### src/rtl/uart_lx_pkg.sv
package uart_lx_pkg;
   typedef enum logic [1:0] {
      RX_IDLE  = 2'd0,
      RX_START = 2'd1,
      RX_BITS  = 2'd2
   } rx_state_t;
endpackage

### src/rtl/uart_lx_tx.sv
module uart_lx_tx #(
   parameter int DATA_W         = 8,
   parameter int OVERSAMPLE     = 16,
   parameter int PARITY_SUPPORT = 1
) (
   input  logic              clk,
   input  logic              rst_n,
   input  logic              baud_tick,
   input  logic              par_en,
   input  logic              data_inv,
   input  logic              pin_rev,
   input  logic              wr_en,
   input  logic [DATA_W-1:0] wr_data,
   output logic              txd,
   output logic              busy,
   output logic              mid_strobe,
   output logic              irq_empty
);
   localparam int CNT_W = $clog2(OVERSAMPLE);
   localparam int IDX_W = $clog2(DATA_W + 3);
   localparam logic [CNT_W-1:0] CNT_LAST = CNT_W'(OVERSAMPLE - 1);
   localparam logic [CNT_W-1:0] CNT_MID  = CNT_W'(OVERSAMPLE / 2 - 1);
   localparam logic [IDX_W-1:0] IDX_DLAST = IDX_W'(DATA_W);
   localparam logic [IDX_W-1:0] IDX_PAR   = IDX_W'(DATA_W + 1);
   localparam logic [IDX_W-1:0] IDX_STOP2 = IDX_W'(DATA_W + 2);

   logic [DATA_W-1:0] hold_q;
   logic              hold_full_q;
   logic [DATA_W-1:0] shift_q;
   logic              par_bit_q;
   logic              frame_par_q;
   logic [IDX_W-1:0]  idx_q;
   logic [CNT_W-1:0]  cnt_q;
   logic              busy_q;
   logic              empty_q;
   logic              par_calc;
   logic              accept;
   logic              load;
   logic              line_lvl;
   logic [IDX_W-1:0]  idx_last;

   // parity generator variant chosen at elaboration
   generate
      if (PARITY_SUPPORT != 0) begin : g_par
         assign par_calc = ^hold_q;
      end else begin : g_nopar
         assign par_calc = 1'b0;
      end
   endgenerate

   assign accept   = wr_en && !hold_full_q;
   assign load     = !busy_q && hold_full_q;
   assign idx_last = frame_par_q ? IDX_STOP2 : IDX_PAR;

   always_ff @(posedge clk or negedge rst_n) begin
      if (!rst_n) begin
         hold_q      <= '0;
         hold_full_q <= 1'b0;
         empty_q     <= 1'b0;
      end else begin
         if (accept) begin
            hold_q      <= wr_data ^ {DATA_W{data_inv}};
            hold_full_q <= 1'b1;
            empty_q     <= 1'b0;
         end else if (load) begin
            hold_full_q <= 1'b0;
            empty_q     <= 1'b1;
         end
      end
   end

   always_ff @(posedge clk or negedge rst_n) begin
      if (!rst_n) begin
         shift_q     <= '0;
         par_bit_q   <= 1'b0;
         frame_par_q <= 1'b0;
         idx_q       <= '0;
         cnt_q       <= '0;
         busy_q      <= 1'b0;
      end else if (load) begin
         shift_q     <= hold_q;
         par_bit_q   <= par_calc;
         frame_par_q <= par_en && (PARITY_SUPPORT != 0);
         idx_q       <= '0;
         cnt_q       <= '0;
         busy_q      <= 1'b1;
      end else if (busy_q && baud_tick) begin
         if (cnt_q == CNT_LAST) begin
            cnt_q <= '0;
            if (idx_q == idx_last) begin
               busy_q <= 1'b0;
            end else begin
               idx_q <= idx_q + 1'b1;
            end
            if (idx_q != '0 && idx_q <= IDX_DLAST) begin
               shift_q <= {1'b0, shift_q[DATA_W-1:1]};
            end
         end else begin
            cnt_q <= cnt_q + 1'b1;
         end
      end
   end

   always_comb begin
      if (!busy_q) begin
         line_lvl = 1'b1;
      end else if (idx_q == '0) begin
         line_lvl = 1'b0;
      end else if (idx_q <= IDX_DLAST) begin
         line_lvl = shift_q[0];
      end else if (idx_q == IDX_PAR && frame_par_q) begin
         line_lvl = par_bit_q;
      end else begin
         line_lvl = 1'b1;
      end
   end

   assign txd        = line_lvl ^ pin_rev;
   assign busy       = busy_q;
   assign mid_strobe = busy_q && baud_tick && (cnt_q == CNT_MID);
   assign irq_empty  = empty_q;
endmodule

### src/rtl/uart_lx_rx.sv
module uart_lx_rx
   import uart_lx_pkg::*;
#(
   parameter int DATA_W         = 8,
   parameter int OVERSAMPLE     = 16,
   parameter int SYNC_STAGES    = 2,
   parameter int PARITY_SUPPORT = 1
) (
   input  logic              clk,
   input  logic              rst_n,
   input  logic              baud_tick,
   input  logic              par_en,
   input  logic              data_inv,
   input  logic              pin_rev,
   input  logic              rxd,
   input  logic              rd_en,
   output logic [DATA_W-1:0] rd_data,
   output logic              irq_done,
   output logic              err_frame,
   output logic              err_par,
   output logic              rxd_pin_sync
);
   localparam int CNT_W = $clog2(OVERSAMPLE);
   localparam int IDX_W = $clog2(DATA_W + 3);
   localparam logic [CNT_W-1:0] CNT_LAST = CNT_W'(OVERSAMPLE - 1);
   localparam logic [CNT_W-1:0] CNT_MID  = CNT_W'(OVERSAMPLE / 2 - 1);
   localparam logic [IDX_W-1:0] IDX_DATA = IDX_W'(DATA_W);

   logic [SYNC_STAGES-1:0] sync_q;
   rx_state_t              state_q;
   logic [CNT_W-1:0]       cnt_q;
   logic [IDX_W-1:0]       idx_q;
   logic [DATA_W-1:0]      shift_q;
   logic [DATA_W-1:0]      rbuf_q;
   logic                   pbit_q;
   logic                   frame_par_q;
   logic                   done_q;
   logic                   ferr_q;
   logic                   perr_q;
   logic                   done_set;
   logic                   line_lvl;

   // input synchronizer chain, depth by parameter
   generate
      for (genvar s = 0; s < SYNC_STAGES; s++) begin : g_sync
         if (s == 0) begin : g_first
            always_ff @(posedge clk or negedge rst_n) begin
               if (!rst_n) sync_q[0] <= 1'b1;
               else        sync_q[0] <= rxd;
            end
         end else begin : g_next
            always_ff @(posedge clk or negedge rst_n) begin
               if (!rst_n) sync_q[s] <= 1'b1;
               else        sync_q[s] <= sync_q[s-1];
            end
         end
      end
   endgenerate

   assign rxd_pin_sync = sync_q[SYNC_STAGES-1];
   assign line_lvl     = rxd_pin_sync ^ pin_rev;

   always_ff @(posedge clk or negedge rst_n) begin
      if (!rst_n) begin
         state_q     <= RX_IDLE;
         cnt_q       <= '0;
         idx_q       <= '0;
         shift_q     <= '0;
         rbuf_q      <= '0;
         pbit_q      <= 1'b0;
         frame_par_q <= 1'b0;
         ferr_q      <= 1'b0;
         perr_q      <= 1'b0;
         done_set    <= 1'b0;
      end else begin
         done_set <= 1'b0;
         if (baud_tick) begin
            unique case (state_q)
               RX_IDLE: begin
                  if (!line_lvl) begin
                     state_q     <= RX_START;
                     cnt_q       <= '0;
                     frame_par_q <= par_en && (PARITY_SUPPORT != 0);
                  end
               end
               RX_START: begin
                  if (cnt_q == CNT_MID) begin
                     cnt_q   <= '0;
                     idx_q   <= '0;
                     state_q <= line_lvl ? RX_IDLE : RX_BITS;
                  end else begin
                     cnt_q <= cnt_q + 1'b1;
                  end
               end
               RX_BITS: begin
                  if (cnt_q == CNT_LAST) begin
                     cnt_q <= '0;
                     if (idx_q < IDX_DATA) begin
                        shift_q <= {line_lvl, shift_q[DATA_W-1:1]};
                        idx_q   <= idx_q + 1'b1;
                     end else if (idx_q == IDX_DATA && frame_par_q) begin
                        pbit_q <= line_lvl;
                        idx_q  <= idx_q + 1'b1;
                     end else begin
                        rbuf_q   <= shift_q;
                        ferr_q   <= !line_lvl;
                        perr_q   <= frame_par_q && ((^shift_q) ^ pbit_q);
                        done_set <= 1'b1;
                        state_q  <= RX_IDLE;
                     end
                  end else begin
                     cnt_q <= cnt_q + 1'b1;
                  end
               end
               default: state_q <= RX_IDLE;
            endcase
         end
      end
   end

   // request: a new byte outranks the clearing read
   always_ff @(posedge clk or negedge rst_n) begin
      if (!rst_n)        done_q <= 1'b0;
      else if (done_set) done_q <= 1'b1;
      else if (rd_en)    done_q <= 1'b0;
   end

   assign rd_data   = rbuf_q ^ {DATA_W{data_inv}};
   assign irq_done  = done_q;
   assign err_frame = ferr_q;
   assign err_par   = perr_q;
endmodule

### src/rtl/uart_lx_coll.sv
module uart_lx_coll (
   input  logic clk,
   input  logic rst_n,
   input  logic enable,
   input  logic strobe,
   input  logic txd_pin,
   input  logic rxd_pin,
   input  logic clr,
   output logic pulse,
   output logic flag
);
   logic pulse_q;
   logic flag_q;

   always_ff @(posedge clk or negedge rst_n) begin
      if (!rst_n) pulse_q <= 1'b0;
      else        pulse_q <= strobe && enable && (txd_pin != rxd_pin);
   end

   // detection outranks the software clear
   always_ff @(posedge clk or negedge rst_n) begin
      if (!rst_n)       flag_q <= 1'b0;
      else if (pulse_q) flag_q <= 1'b1;
      else if (clr)     flag_q <= 1'b0;
   end

   assign pulse = pulse_q;
   assign flag  = flag_q;
endmodule

### src/rtl/uart_line_xcvr.sv
module uart_line_xcvr #(
   parameter int DATA_W         = 8,
   parameter int OVERSAMPLE     = 16,
   parameter int SYNC_STAGES    = 2,
   parameter int PARITY_SUPPORT = 1
) (
   input  logic              clk,
   input  logic              rst_n,
   input  logic              baud_tick,
   input  logic              cfg_par_en,
   input  logic              cfg_data_inv,
   input  logic              cfg_pin_rev,
   input  logic              cfg_coll_en,
   input  logic              wr_en,
   input  logic [DATA_W-1:0] wr_data,
   input  logic              rd_en,
   output logic [DATA_W-1:0] rd_data,
   output logic              rx_err_frame,
   output logic              rx_err_par,
   input  logic              coll_clr,
   output logic              txd,
   input  logic              rxd,
   output logic              irq_tx_empty,
   output logic              irq_rx_done,
   output logic              irq_coll,
   output logic              coll_pulse
);
   initial begin : cfg_check
      if (DATA_W < 5 || DATA_W > 9)
         $fatal(1, "uart_line_xcvr: DATA_W must be 5..9");
      if (OVERSAMPLE < 4 || (OVERSAMPLE % 2) != 0 || (OVERSAMPLE & (OVERSAMPLE - 1)) != 0)
         $fatal(1, "uart_line_xcvr: OVERSAMPLE must be an even power of two >= 4");
      if (SYNC_STAGES < 1 || SYNC_STAGES > 4)
         $fatal(1, "uart_line_xcvr: SYNC_STAGES must be 1..4");
   end

   logic tx_busy_w;
   logic mid_strobe_w;
   logic rxd_sync_w;
   logic txd_w;

   uart_lx_tx #(
      .DATA_W(DATA_W), .OVERSAMPLE(OVERSAMPLE), .PARITY_SUPPORT(PARITY_SUPPORT)
   ) u_tx (
      .clk(clk), .rst_n(rst_n), .baud_tick(baud_tick),
      .par_en(cfg_par_en), .data_inv(cfg_data_inv), .pin_rev(cfg_pin_rev),
      .wr_en(wr_en), .wr_data(wr_data),
      .txd(txd_w), .busy(tx_busy_w), .mid_strobe(mid_strobe_w),
      .irq_empty(irq_tx_empty)
   );

   uart_lx_rx #(
      .DATA_W(DATA_W), .OVERSAMPLE(OVERSAMPLE), .SYNC_STAGES(SYNC_STAGES),
      .PARITY_SUPPORT(PARITY_SUPPORT)
   ) u_rx (
      .clk(clk), .rst_n(rst_n), .baud_tick(baud_tick),
      .par_en(cfg_par_en), .data_inv(cfg_data_inv), .pin_rev(cfg_pin_rev),
      .rxd(rxd), .rd_en(rd_en), .rd_data(rd_data), .irq_done(irq_rx_done),
      .err_frame(rx_err_frame), .err_par(rx_err_par), .rxd_pin_sync(rxd_sync_w)
   );

   uart_lx_coll u_coll (
      .clk(clk), .rst_n(rst_n), .enable(cfg_coll_en), .strobe(mid_strobe_w),
      .txd_pin(txd_w), .rxd_pin(rxd_sync_w), .clr(coll_clr),
      .pulse(coll_pulse), .flag(irq_coll)
   );

   assign txd = txd_w;
endmodule

### config.mk
export PLATFORM = sky130hd
export DESIGN_NAME = uart_line_xcvr
export DESIGN_NICKNAME = d
export VERILOG_FILES = /design/src/rtl/uart_lx_pkg.sv /design/src/rtl/uart_lx_tx.sv /design/src/rtl/uart_lx_rx.sv /design/src/rtl/uart_lx_coll.sv /design/src/rtl/uart_line_xcvr.sv
export SDC_FILE = /design/constraint.sdc
export NUM_CORES = 1
export LEC_CHECK = 0
export BUFFER_PORTS_ARGS = -buffer_cell sky130_fd_sc_hd__buf_2
export CORE_UTILIZATION = 60
export CTS_BUF_LIST = sky130_fd_sc_hd__clkbuf_8
export DETAILED_ROUTE_END_ITERATION = 16
export GPL_TIMING_DRIVEN = 0
export PLACE_DENSITY = 0.81
export SLEW_MARGIN = 20
export SYNTH_ARGS = -nofsm -noshare
export SYNTH_HDL_FRONTEND = slang
export SYNTH_SLANG_ARGS = --single-unit
export TNS_END_PERCENT = 1
### constraint.sdc
create_clock -name clk -period 3.8 [get_ports clk]
set_clock_uncertainty 0.1 [all_clocks]
set_input_delay 0.57 -clock clk [delete_from_list [all_inputs] [get_ports clk]]
set_output_delay 0.57 -clock clk [all_outputs]
set_load 0.03 [all_outputs]
# After elaboration in Yosys (flattened, before gate mapping)
# Index checks and enable logic that the tools add are counted.
# word_totals
ff_bits,65
# classes
n_addsub,4
order_cmp,2
eq_ne,17
muxes,49
bitwise,8
reduce_logical,37
# ops
operator,count
4-bit two-way mux,14
8-bit two-way mux,4
1-bit two-way mux,21
4-bit by 1-bit adder with 4-bit output (second input constant),4
4-bit equality test (second input constant),4
2-bit nonzero test,8
8-bit parity,2
8-bit XOR,2
3-bit AND reduction,5
5-bit AND reduction,3
2-bit two-way mux,7
4-bit case mux with 3 select lines,1
1-bit logical AND,10
4-bit by 3-bit equality test with 1-bit output (second input constant),2
4-bit case mux with 2 select lines,1
2-bit by 1-bit inequality test with 1-bit output (second input constant),3
2-bit inequality test (second input constant),3
2-bit case mux with 3 select lines,1
6-bit AND reduction,1
4-bit equality test,1
4-bit less-or-equal comparator (second input constant),1
4-bit zero test,1
4-bit < comparator (second input constant),1
4-bit AND reduction,1
other kinds (10),16

# Depth between registers and ports, before layout
# logic_depth
depth_word,9
mapped_depth,9
mapped_depth_nobuf,7

# Modules after synthesis
# A second synthesis with hierarchy kept.
# unflattened
hier_cells,316
area_unflattened_um2,3405.8
# modules_own_cells
mod,instances,cells_each,area_each_um2
uart_lx_rx,1,149,1788.0
uart_lx_tx,1,161,1541.5
uart_lx_coll,1,6,76.3

# Worst setup path before layout
# Ideal clock, no wire load.
# synth_path
kind,input -> output
startpoint,input cfg_data_inv
endpoint,output rd_data[0]
arrival_time_ns,1.702
required_ns,3.130
slack_ns,1.428
stages,3
n_path_buf,2
path_cell_list,clkbuf_1 > buf_2 > xor2_1
# synth_via
elab_chain_cells,1
# synth_rtl
element,line,source
start: declaration,uart_line_xcvr.sv:11,"input logic cfg_data_inv,"
8-bit XOR,uart_lx_rx.sv:128,assign rd_data = rbuf_q ^ {DATA_W{data_inv}};
end: declaration,uart_line_xcvr.sv:17,"output logic [DATA_W-1:0] rd_data,"
# No other way between the ends.

# Worst setup path in the final report
# layout_path
startpoint,register u_tx.idx_q[0]
endpoint,output txd
# layout_via
elab_chain_cells,7
word_cells_on_any_way,9
classes_between,order compare (1); eq/ne (1); mux (4); bitwise (1); reduce/logical (2)
# layout_rtl
element,line,source
start: declaration,uart_lx_tx.sv:32,logic [IDX_W-1:0] idx_q;
start signal: assignment,uart_lx_tx.sv:93,idx_q <= idx_q + 1'b1;
4-bit equality test,uart_lx_tx.sv:111,end else if (idx_q == IDX_PAR && frame_par_q) begin
1-bit logical AND,uart_lx_tx.sv:111,
1-bit two-way mux,uart_lx_tx.sv:111,
1-bit two-way mux,uart_lx_tx.sv:109,end else if (idx_q <= IDX_DLAST) begin
1-bit two-way mux (*),uart_lx_tx.sv:107,end else if (idx_q == '0) begin
1-bit two-way mux (*),uart_lx_tx.sv:105,if (!busy_q) begin
1-bit XOR (*),uart_lx_tx.sv:118,assign txd = line_lvl ^ pin_rev;
end: declaration,uart_line_xcvr.sv:21,"output logic txd,"
# Mark *: on every way between the ends. The rest lies on a longest branch, timed or not.

==> results.md <==
Finish:
- The fraction of layout instances using a drive strength above 1 is 23.5%.
- 0 antenna diodes ended up in the layout.
- Relative to the synthesized area, the layout overhead comes to 14.1%.
- The area used by multi-input combinational logic is 1520 um^2.
- The number of inserted filler cells in the final layout is 397.
- The final layout contains 366 nets.
- For this run, the number of standard cells in the final layout without fillers is 410.
- The sequential standard cell area is 1630 um^2.

Worst setup path:
- The number of cells on the worst reg-to-reg path is 7.
- Setup slack on the worst reg-to-reg path comes out at 1.59 ns.
- STA classifies the critical path endpoint as an output pin.
- The kind of critical path is register to output pin.
- STA puts the critical path data required time at 3.13 ns.
- Data arrives at the worst endpoint at 2.29 ns.
- The worst-path cell with the longest stage delay is sky130_fd_sc_hd__a221oi_1.
- In this run the critical register-to-register path is captured at u_rx.idx_q[0]$_DFFE_PN0P_.
- The worst setup path is launched from a register.
- In this run the critical register-to-register path is launched from u_rx.state_q[0]$_DFFE_PN0P_.
- The critical path's most frequent cell is sky130_fd_sc_hd__xnor2_1.
- The largest single stage delay on the critical path is 0.49 ns.
- Walking the worst path, the cells encountered are inv_1 > ha_1 > nor2b_1 > xnor2_1 > a221oi_1 > xnor2_1 > buf_2.
- Of all nets on the critical path, the largest fanout is 7.

Synth:
- sky130_fd_sc_hd__dfrtp_1 takes more of the synthesized area than any other cell.
- In the post-synthesis netlist, the cell with the most instances is sky130_fd_sc_hd__dfrtp_1.
- The post-synth design cell area is 3250 um^2.
- For this run, the register share of the synthesized area comes to 50.1%.
- The count of mapped cells out of synthesis is 293.
- Synthesis inferred 65 register bits.
- The count of unique library cells instantiated by Yosys is 47.
- During synthesis, Yosys emitted a total of 0 warnings.
- Of the post-synthesis cell area, the dominant cell type holds 48.5%.
- Among all flip-flop cells after synthesis, the most frequent one is sky130_fd_sc_hd__dfrtp_1.
- The number of flops mapped to enable cells by yosys is 0.
- Counting every net in the synthesized netlist gives 323.
- The commonest cells after synthesis are sky130_fd_sc_hd__dfrtp_1, sky130_fd_sc_hd__nand2_1, sky130_fd_sc_hd__xnor2_1.
- The post-synthesis async set-or-reset flop share is 100%.
- The synthesized area per cell is 11.1 um^2.
- By area the synthesized netlist is led by sky130_fd_sc_hd__dfrtp_1, sky130_fd_sc_hd__xnor2_1, sky130_fd_sc_hd__mux2_2.

CTS:
- The H-tree was split into 3 levels.
- The clock transition time at the flip-flop clock pins of the worst setup and hold paths is 0.07 ns.
- The hold buffer count at cts is 0.
- Clock tree synthesis selected as its root buffer the cell sky130_fd_sc_hd__clkbuf_8.
- The TritonCTS sink count is 65.
- In this run the post-CTS setup repair buffer count came out at 0.
- The largest buffer count on any clock path is 2.
- Buffers inserted during clock tree synthesis total 9.
- The number of gates resized after CTS was 0.
- The later-pin clock latency in the skew report is 0.34 ns.
- The clock tree from TritonCTS is yes.

STA:
- Timing would allow up to 338 MHz.
- Setup repair after global routing left no endpoint under its margin.
- After routing, the total negative slack on setup checks comes to 0 ns.
- The headroom to the max-slew limit is 54.4%.
- The number of pins with negative max-slew slack in the final report is 0.
- The total of endpoints with negative setup slack in the final report is 0.
- The final-report hold violation count is 0.
- The final critical path time including I/O delays and setup is 2.96 ns.
- The share of the cycle needed by the critical path after routing is 77.8%.
- At the pin with the least slew margin, the transition time is 0.682 ns.

Floorplanning:
- In this run the core area contains 26 standard-cell rows.
- The core box area is 5170 um^2.
- The effective utilization at floorplan is 62.8%.
- The die is 75.6 um tall.
- The die width is 75.6 um.
- The top-level I/O count is 34.
- The floorplan step defined a die boundary enclosing 5720 um^2.

GRT:
- The wire length of the first global-routing pass is 9.42 mm.
- The number of global-route vias before repair is 2,067.
- The met3 track demand over resource is 4.89%.
- For this run the aggregate overflow at the end of global routing stands at 0.
- The global-route usage over all layers is 22.5%.
- The met1 layer usage reported by global route is 29.2%.
- The initial antenna violation count is 0.
- Entering global routing, the biggest net connects 38 pins.
- The met2 capacity usage during global routing is 36.1%.
- In this run the most used layer during global routing was met2.

Route:
- The remaining design rule violation count is 0.
- The routed layout has 2,235 vias.
- Dividing the detail-routed wire length by the instance count gives 14.6 um.
- For this block, the routed nets add up to 5.99 mm of wire.
- The antenna violation net count after detailed routing is 0.
- After the first detailed-routing iteration, the DRC count stood at 108.
- Using the TritonRoute via totals, the vias-per-cell ratio works out to 5.45.
- The iteration count of the initial detailed-routing pass is 7.

Power:
- In this run the power density over the cells is 576 nW/um^2.
- The total power draw is 2.14 mW.
- In this run the static leakage power is 1.81 nW.
- The peak ir drop on the vdd network is 0.333 mV.

Placed design:
- The count of buffers added on input and output ports is 31.
- The congestion estimate from routability-driven global placement came to 0.799.
- The post-DP HPWL is 4.22 mm.
- The placed cell count is 395.

Min path:
- The worst hold path belongs to the class primary input to asynchronous set/reset pin.

Job:
- The number of max-cap violations is 0.

Status:
- The run finished with clean final reports.
[flip-flops by register name (all words and copies together) (netlist names), 2 cells and up]
signal        cells
u_rx.state_q      2
u_rx.cnt_q        4
u_tx.shift_q      8
u_tx.hold_q       8
u_rx.rbuf_q       8
u_tx.cnt_q        4
u_rx.shift_q      8
u_rx.idx_q        4
u_tx.idx_q        4
[through the flow]
stage               hold WS [ns]  utilization, %  worst slack, ns  instance area, um^2
finish                    0.0528            71.7            0.844                 3710
detailed placement         0.257            68.0             1.24                 3520
global placement           0.258            67.5             1.28                 3490
CTS                       0.0544            71.7            0.848                 3710
floorplan                  0.174               -             1.43                 3250
global route              0.0717            71.7            0.735                 3710
[worst max path at each step]
stage	from	to	slack [ns]
floorplan	cfg_data_inv	rd_data[0]	1.43
global placement	u_tx.idx_q[0]$_DFFE_PN0P_	txd	1.28
detailed placement	u_tx.idx_q[0]$_DFFE_PN0P_	txd	1.24
CTS	u_tx.idx_q[0]$_DFFE_PN0P_	txd	0.85
global route	u_tx.idx_q[0]$_DFFE_PN0P_	txd	0.73
finish	u_tx.idx_q[0]$_DFFE_PN0P_	txd	0.84
[routing by layer]
metal	share of wire [%]	vias up
li1	-	1085
met1	45	1097
met2	51	40
met3	3.3	13
met4	1.6	0
met5	0	-
[cells by family (layout without fill, tap and decap cells)]
logic type | count (synthesis) | count (layout) | synth area share [%]
xor+xnor | 41 | 41 | 11.0
compound gates | 43 | 43 | 8.31
fa+ha+maj | 11 | 11 | 4.23
flops | 65 | 65 | 50.1
simple gates | 82 | 82 | 12.9
mux | 29 | 29 | 10.3
buf+inv | 22 | 69 | 3.08
[cells in the final DEF (no fill, tap or decap), drive strengths merged, types with 2 or more instances in the layout]
cell,n
dfrtp,63
buf,36
nand2,32
xnor2,27
o21ai,22
mux2,20
clkbuf,15
xor2,14
nor2,14
inv,13
ha,11
mux2i,9
nand3,8
nand4,4
a21o,4
a21oi,4
nor2b,3
nand3b,3
nand2b,3
nor3,3
clkinv,3
and3b,2
a22oi,2
nand4b,2
o22a,2
dfstp,2
or2,2
[report_power, final]
part           total [mW]  internal, mW  switching (mW)
Combinational       0.611         0.284           0.328
Clock               0.582         0.316           0.266
Sequential          0.944         0.810           0.134
Total                2.14          1.41           0.728
[critical path, delay by kind of cell, from the launching register on]
family	cells	cell delay [ns]
XOR/XNOR	2	0.34
flip-flops	1	0.47
adder cells (fa/ha/maj)	1	0.21
AO/OA/AOI/OAI	1	0.49
AND/OR/NAND/NOR	1	0.14
buffers and inverters	2	0.30
[final cells by class]
type / instances / area share, %
Buffer: 9 / 1.38
Clock buffer: 10 / 3.71
Clock inverter: 5 / 1.52
Inverter: 13 / 1.32
Multi-Input combinational cell: 206 / 41.0
Sequential cell: 65 / 43.9
Tap cell: 70 / 2.36
Timing Repair Buffer: 32 / 4.79
No activity file was read; power rests on OpenSTA's default activity.
